$ cat config.mk
export PLATFORM = sky130hd
export DESIGN_NAME = hsk_memory
export DESIGN_NICKNAME = d
export VERILOG_FILES = /design/src/rtl/hsk_mem_pkg.sv /design/src/rtl/hsk_store_ctl.sv /design/src/rtl/hsk_load_fork.sv /design/src/rtl/hsk_memory.sv
export SDC_FILE = /design/constraint.sdc
export NUM_CORES = 1
export LEC_CHECK = 0
export ABC_CLOCK_PERIOD_IN_PS = 3400
export BUFFER_PORTS_ARGS = -buffer_cell sky130_fd_sc_hd__buf_2
export CORE_MARGIN = 2
export CORE_UTILIZATION = 40
export DETAILED_ROUTE_END_ITERATION = 12
export HOLD_SLACK_MARGIN = 0.03
export PLACE_DENSITY_LB_ADDON = 0.25
export SLEW_MARGIN = 20
export SYNTH_ARGS = -nofsm -noshare
export SYNTH_HDL_FRONTEND = slang
export SYNTH_SLANG_ARGS = --single-unit
$ cat constraint.sdc
create_clock -name clk -period 3.4 [get_ports clk]
set_input_delay 0.34 -clock clk [delete_from_list [all_inputs] [get_ports clk]]
set_output_delay 0.34 -clock clk [all_outputs]
set_load 0.01 [all_outputs]
$ cat src/rtl/hsk_mem_pkg.sv
package hsk_mem_pkg;

  // Index bits that address the array.
  function automatic int row_bits(input int depth);
    return (depth > 1) ? $clog2(depth) : 1;
  endfunction

  // Input channel positions.
  function automatic int st_data_ch(input int s);
    return 2 * s;
  endfunction

  function automatic int st_addr_ch(input int s);
    return 2 * s + 1;
  endfunction

  function automatic int ld_addr_ch(input int n_st, input int l);
    return 2 * n_st + l;
  endfunction

  // Output channel positions.
  function automatic int st_done_out(input int n_ld, input int s);
    return n_ld + s;
  endfunction

  function automatic int ld_done_out(input int n_ld, input int n_st, input int l);
    return n_ld + n_st + l;
  endfunction

endpackage

$ cat src/rtl/hsk_store_ctl.sv
module hsk_store_ctl (
  input  logic clk,
  input  logic rst,
  input  logic addr_valid,
  input  logic data_valid,
  input  logic done_ready,
  output logic chan_ready,
  output logic done_valid,
  output logic commit
);
  logic done_q;

  // A pending completion blocks new pairs unless it leaves this cycle.
  assign chan_ready = !done_q || done_ready;
  assign commit     = chan_ready && addr_valid && data_valid;
  assign done_valid = done_q;

  always_ff @(posedge clk) begin
    if (rst)             done_q <= 1'b0;
    else if (chan_ready) done_q <= addr_valid && data_valid;
  end
endmodule

$ cat src/rtl/hsk_load_fork.sv
module hsk_load_fork (
  input  logic clk,
  input  logic rst,
  input  logic addr_valid,
  input  logic data_ready,
  input  logic done_ready,
  output logic addr_ready,
  output logic data_valid,
  output logic done_valid
);
  logic sent_d_q, sent_c_q;
  logic take_d, take_c;

  assign data_valid = addr_valid && !sent_d_q;
  assign done_valid = addr_valid && !sent_c_q;
  assign take_d     = sent_d_q || (data_valid && data_ready);
  assign take_c     = sent_c_q || (done_valid && done_ready);
  assign addr_ready = addr_valid && take_d && take_c;

  always_ff @(posedge clk) begin
    if (rst || (addr_valid && addr_ready)) begin
      sent_d_q <= 1'b0;
      sent_c_q <= 1'b0;
    end else if (addr_valid) begin
      sent_d_q <= take_d;
      sent_c_q <= take_c;
    end
  end
endmodule

$ cat src/rtl/hsk_memory.sv
module hsk_memory
  import hsk_mem_pkg::*;
#(
  parameter  int DEPTH  = 16,
  parameter  int DATA_W = 16,
  parameter  int ADDR_W = 8,
  parameter  int N_LD   = 2,
  parameter  int N_ST   = 2,
  localparam int IN_CH  = 2 * N_ST + N_LD,
  localparam int OUT_CH = 2 * N_LD + N_ST,
  localparam int PAY_W  = (DATA_W > ADDR_W) ? DATA_W : ADDR_W
) (
  input  logic                    clk,
  input  logic                    rst,
  input  logic [IN_CH-1:0]        in_valid,
  output logic [IN_CH-1:0]        in_ready,
  input  logic [IN_CH*PAY_W-1:0]  in_payload,
  output logic [OUT_CH-1:0]       out_valid,
  input  logic [OUT_CH-1:0]       out_ready,
  output logic [N_LD*DATA_W-1:0]  out_data
);
  localparam int LAW  = row_bits(DEPTH);
  localparam int ROWS = 1 << LAW;

  // Named internal events, one per port.
  logic [N_ST-1:0]   st_we;
  logic [LAW-1:0]    st_idx   [N_ST];
  logic [DATA_W-1:0] st_wdata [N_ST];
  logic [N_LD-1:0]   ld_take;
  logic [LAW-1:0]    ld_idx   [N_LD];

  logic [DATA_W-1:0] mem_q [ROWS];

  for (genvar s = 0; s < N_ST; s++) begin : g_st
    localparam int CD = st_data_ch(s);
    localparam int CA = st_addr_ch(s);
    localparam int CO = st_done_out(N_LD, s);
    logic rdy, dv, commit;
    logic [ADDR_W-1:0] raw_addr;

    hsk_store_ctl u_ctl (
      .clk        (clk),
      .rst        (rst),
      .addr_valid (in_valid[CA]),
      .data_valid (in_valid[CD]),
      .done_ready (out_ready[CO]),
      .chan_ready (rdy),
      .done_valid (dv),
      .commit     (commit)
    );

    assign raw_addr      = in_payload[CA*PAY_W +: ADDR_W];
    assign in_ready[CA]  = rdy;
    assign in_ready[CD]  = rdy;
    assign out_valid[CO] = dv;
    assign st_we[s]      = commit;
    assign st_idx[s]     = raw_addr[LAW-1:0];
    assign st_wdata[s]   = in_payload[CD*PAY_W +: DATA_W];
  end

  for (genvar l = 0; l < N_LD; l++) begin : g_ld
    localparam int CL = ld_addr_ch(N_ST, l);
    localparam int OC = ld_done_out(N_LD, N_ST, l);
    logic ardy, dval, cval;
    logic [ADDR_W-1:0] raw_addr;

    hsk_load_fork u_fork (
      .clk        (clk),
      .rst        (rst),
      .addr_valid (in_valid[CL]),
      .data_ready (out_ready[l]),
      .done_ready (out_ready[OC]),
      .addr_ready (ardy),
      .data_valid (dval),
      .done_valid (cval)
    );

    assign raw_addr                   = in_payload[CL*PAY_W +: ADDR_W];
    assign ld_idx[l]                  = raw_addr[LAW-1:0];
    assign in_ready[CL]               = ardy;
    assign out_valid[l]               = dval;
    assign out_valid[OC]              = cval;
    assign ld_take[l]                 = in_valid[CL] && ardy;
    assign out_data[l*DATA_W +: DATA_W] = mem_q[ld_idx[l]];
  end

  always_ff @(posedge clk) begin
    if (rst) begin
      for (int r = 0; r < ROWS; r++) mem_q[r] <= '0;
    end else begin
      for (int s = 0; s < N_ST; s++)
        if (st_we[s]) mem_q[st_idx[s]] <= st_wdata[s];
    end
  end
endmodule

After elaboration in Yosys (flattened, before gate mapping)
Memories as Yosys holds them, arrays and structs flattened.
Index checks and enable logic that the tools add are counted.

word-level totals
  flip-flop bits (word level) = 6
  RAM bits = 256
  output and inout port bits = 44
  word-level logic and storage cells = 57
  memories = 1

memory list
  name   words  width  read ports  clocked after Yosys merged registers in  wr ports  line              text
  mem_q  16     16     2           0                                        16        hsk_memory.sv:32  logic [DATA_W-1:0] mem_q [ROWS];

cells by class
  multiplexer cells = 14
  reduce and logical (&&, ||, !) cells = 36

operators by type and width
  cell               count
  $mux 16            2
  $reduce_or 16->1   2
  $logic_and 1x1->1  20
  $mux 1             10
  $logic_or 1x1->1   8
  $mux 4             2
  $logic_not 1->1    6

Depth between registers and ports, before layout
  depth in word-level cells = 9
  mapped depth = 8
  depth with buffers taken out = 5

By module
A second synthesis with hierarchy kept.

unflattened totals
  cells, all modules = 1037
  area total of the unflattened synthesis = 15259.6 µm²

by module, submodules not included
  module         times used  cells each  area an instance (µm²)
  hsk_memory     1           1005        14924.3
  hsk_load_fork  2           11          105.1
  hsk_store_ctl  2           5           62.6

Least setup slack after synthesis
No wires, ideal clock.

  path type = input-to-reg
  from = in rst
  to = mem mem_q[8][0] (enable)
  setup time = 0.372 ns
  arrival = 2.028 ns
  required time = 3.028 ns
  path slack = 1.000 ns
  cell stages on the path = 7
  path through = buf_2 -> or3b_1 -> buf_6 -> nor4_4 -> buf_2 -> nor2_1 -> nand2_1

RTL lines
  what             line              text
  start, declared  hsk_memory.sv:14  input logic rst,
  end, declared    hsk_memory.sv:32

Final worst setup path
  from = reg g_st[1].u_ctl.done_q
  to = out in_ready[3]

between the ends
  word-level cells in the longest chain between the ends = 2

RTL lines
  what                    line                 text
  start, declared         hsk_store_ctl.sv:11  logic done_q;
  start signal, assigned  hsk_store_ctl.sv:20  else if (chan_ready) done_q <= addr_valid && data_valid;
  $logic_not 1->1         hsk_store_ctl.sv:14  assign chan_ready = !done_q || done_ready;
  $logic_or 1x1->1        hsk_store_ctl.sv:14
  end, declared           hsk_memory.sv:16     output logic [IN_CH-1:0] in_ready,

No other way between the ends.

==> run metrics <==
leading cell types in the layout, fill and taps excluded=559 x nand2_1, 256 x edfxtp_1, 130 x o21ai_0; largest net degree at the start of global routing=65; fill count=between 3000 and 4000; Via Count=13030; Yosys reg bits=approximately 260; initial antenna violation count=0; row cnt=74; GRT Util Overall=25.45%; # diodes=0; top cells by area, synth=edfxtp_1 47%, mux4_2 18%, nand2_1 13%, o21ai_0 4.0%, a22oi_1 2.9%; GRT Residual Overflow=0; CP arrival=between 2000 and 2500 ps; clk_skew=13.57 ps; Clock Sinks=262; Comb power frac=12.5%; most common cell after layout, fill and taps aside=nand2_1; post-CTS resize count=0; Sum Neg Setup Slack=0 ps; RSZ-0062 raised after global routing=false; final wirelength=53.08 mm; Worst Setup End Kind=output pin; Register Area=7807 um2; Post-DRT Antenna Nets=0; Rel. slew slack=roughly a third; fin crit period=2577 ps; Crit path required time=just over 3000 ps; Die Span Y=between 200 and 250 um; max-slew violation count=0; switch share=25.50%; mean routed wirelength per cell=24.69 um; worst-margin pin slew=between 900 and 1000 ps; vias in the first global route=12960; Worst setup SP type=register; Layout Nets=1705; register area share after synthesis=between 40% and 50%; global-route wire length before repair=~81 mm; clock share of power=between 40% and 50%; CTS tree=yes; CP Max Fanout=16; Hold Path Class=input pin to register; Yosys top cell area share=46.74%; Pre-Repair DR Iteration Count=5; setup violators final=0; boundary pin count=about 150; die width=206.8 um; clock slew at reported path FFs=60 ps; Synth cell types=42; layout cells sized above 1=23.86%; CP Cell Sequence=nor2b_4 -> clkinv_1 -> buf_2; Die Area=42760 um2; clk root buf=clkbuf_16; cells after synthesis=1569; Worst path slowest cell=nor2b_4; area of the multi-input gates=7807 um2; final hold vios=0; Syn Std Cell Area=16450 um2; Int Pwr=5822 uW; Post-CTS Setup Inserts=0; Syn. warnings=0; post-layout power=7815 uW; WP buf/inv=2; Final HPWL DP=36.75 mm; Mapped Avg Cell Area=10.48 um2; DR DRC count=0; Tcrit/Tclk final=between 70% and 80%; critical path's top delay family=buffers and inverters; initial drt markers=1653; Port Buffers=105; cts hold-fix bufs=3; Worst path max stage delay=650 ps; Fmax=388.0 MHz; total CTS buffers=30; Via density=6.061; H-Tree Depth=1; Leakage=0.007093 uW; Post-Synthesis Net Count=1679; Net Sw Power=1993 uW; Clk Latency, worst-skew pair=560 ps; run status=finished clean; max_cap viols=0; top cell type by total area after synthesis=edfxtp_1; worst-case clock buffer depth=3; Power Dens Cells=423.0 nW/um2; Placer Congestion=0.8805; part of the power in registers=between 40% and 50%; Initial Util=40.37%; Peak VDD IR=0.3846 mV; Layout area overhead=12.34%; WS Path Type=register to output pin; Core ar.=40740 um2
## flip-flops by register name, indices dropped and copies added (netlist names)
register and cells:
g_ld.u_fork.sent_d_q 2, mem_q 256, g_ld.u_fork.sent_c_q 2, g_st.u_ctl.done_valid 2
## through the flow
step | instances | cell area, um2 | setup slack [ps] | utilization (%) | hold slack [ps]
6_report | 2150 | 18480 | 822.9 | 45.35 | 52.50
5_1_grt | 2150 | 18480 | 647.0 | 45.35 | 86.82
4_1_cts | 2150 | 18480 | 802.6 | 45.35 | 40.18
3_5_place_dp | 2092 | 17520 | 797.7 | 43.00 | 494.0
3_3_place_gp | 2092 | 17520 | 800.9 | 43.00 | 481.4
2_1_floorplan | 1569 | 16450 | 1000 | - | 459.8
## synth_stat cells
master,number
mux4_2,128
nand4bb_1,1
nand3b_4,1
nand3b_1,1
nor3_1,1
a22oi_1,64
nor2_1,17
or2_1,1
or3_2,1
or4_4,1
nor2b_2,1
nor3b_1,1
nor4_4,17
or4_1,6
buf_8,1
or3b_1,1
nand2_1,560
clkinv_1,1
clkbuf_1,94
dfxtp_1,6
buf_6,4
nand4b_4,1
buf_2,54
o221a_2,2
or2_2,3
nand2_2,1
and2_1,3
buf_1,20
o21ai_0,130
nor3b_2,2
a21oi_1,6
nand4_1,6
o21ai_1,45
buf_4,16
inv_1,1
nand2b_1,4
edfxtp_1,256
or3_1,8
or3b_4,1
nor4_2,7
nor2b_1,13
nand3_1,82
## path summary, 6_finish.rpt
| path | start | to | slack, ps | cells after the start |
|---|---|---|---|---|
| setup / recovery | g_st[1].u_ctl.done_valid | in_ready[3] | 820 | 3 |
| hold / removal | out_ready[0] | g_ld[0].u_fork.sent_d_q | 50 | 3 |
| setup reg to reg | g_st[1].u_ctl.done_valid | mem_q[0][8] | 850 | 5 |
| hold reg to reg | g_ld[1].u_fork.sent_d_q | g_ld[1].u_fork.sent_d_q | 510 | 2 |
## logic make-up after synthesis
logic type | count (synthesis) | share of synthesized area, %
AO/OA/AOI/OAI | 247 | 8.566
buffers and inverters | 191 | 5.386
flip-flops | 262 | 47.47
multiplexers | 128 | 17.53
AND/OR/NAND/NOR | 741 | 21.05
## power groups by stage
stage               Sequential [uW]  Combinational [uW]  Clock, uW
global placement               3760                 959          0
CTS                            3700                 976       3160
detailed placement             3770                 971          0
global route                   3710                1040       3290
finish                         3700                 980       3140
floorplan                      3740                 621          0
## worst register-to-register path, delay by kind of cell, from the launching register on
family	cells	cell delay, ps
AND/OR/NAND/NOR	4	1630
buffers and inverters	1	440
flip-flops	1	330
## final cells by class
cell class	count	area share [%]
Sequential cell	262	42.26
Multi-Input combinational cell	1116	42.26
Timing Repair Buffer	183	6.826
Clock buffer	41	4.402
Tap cell	532	3.603
Clock inverter	14	0.6162
Inverter	2	0.04063
## layer usage
layer	wire, um	vias up	global-route usage (%)
li1	-	5743	-
met1	20820	6408	35.37
met2	25470	773	41.58
met3	5193	107	3.846
met4	1597	0	7.472
met5	0	-	0
No activity file was read; power rests on OpenSTA's default activity.
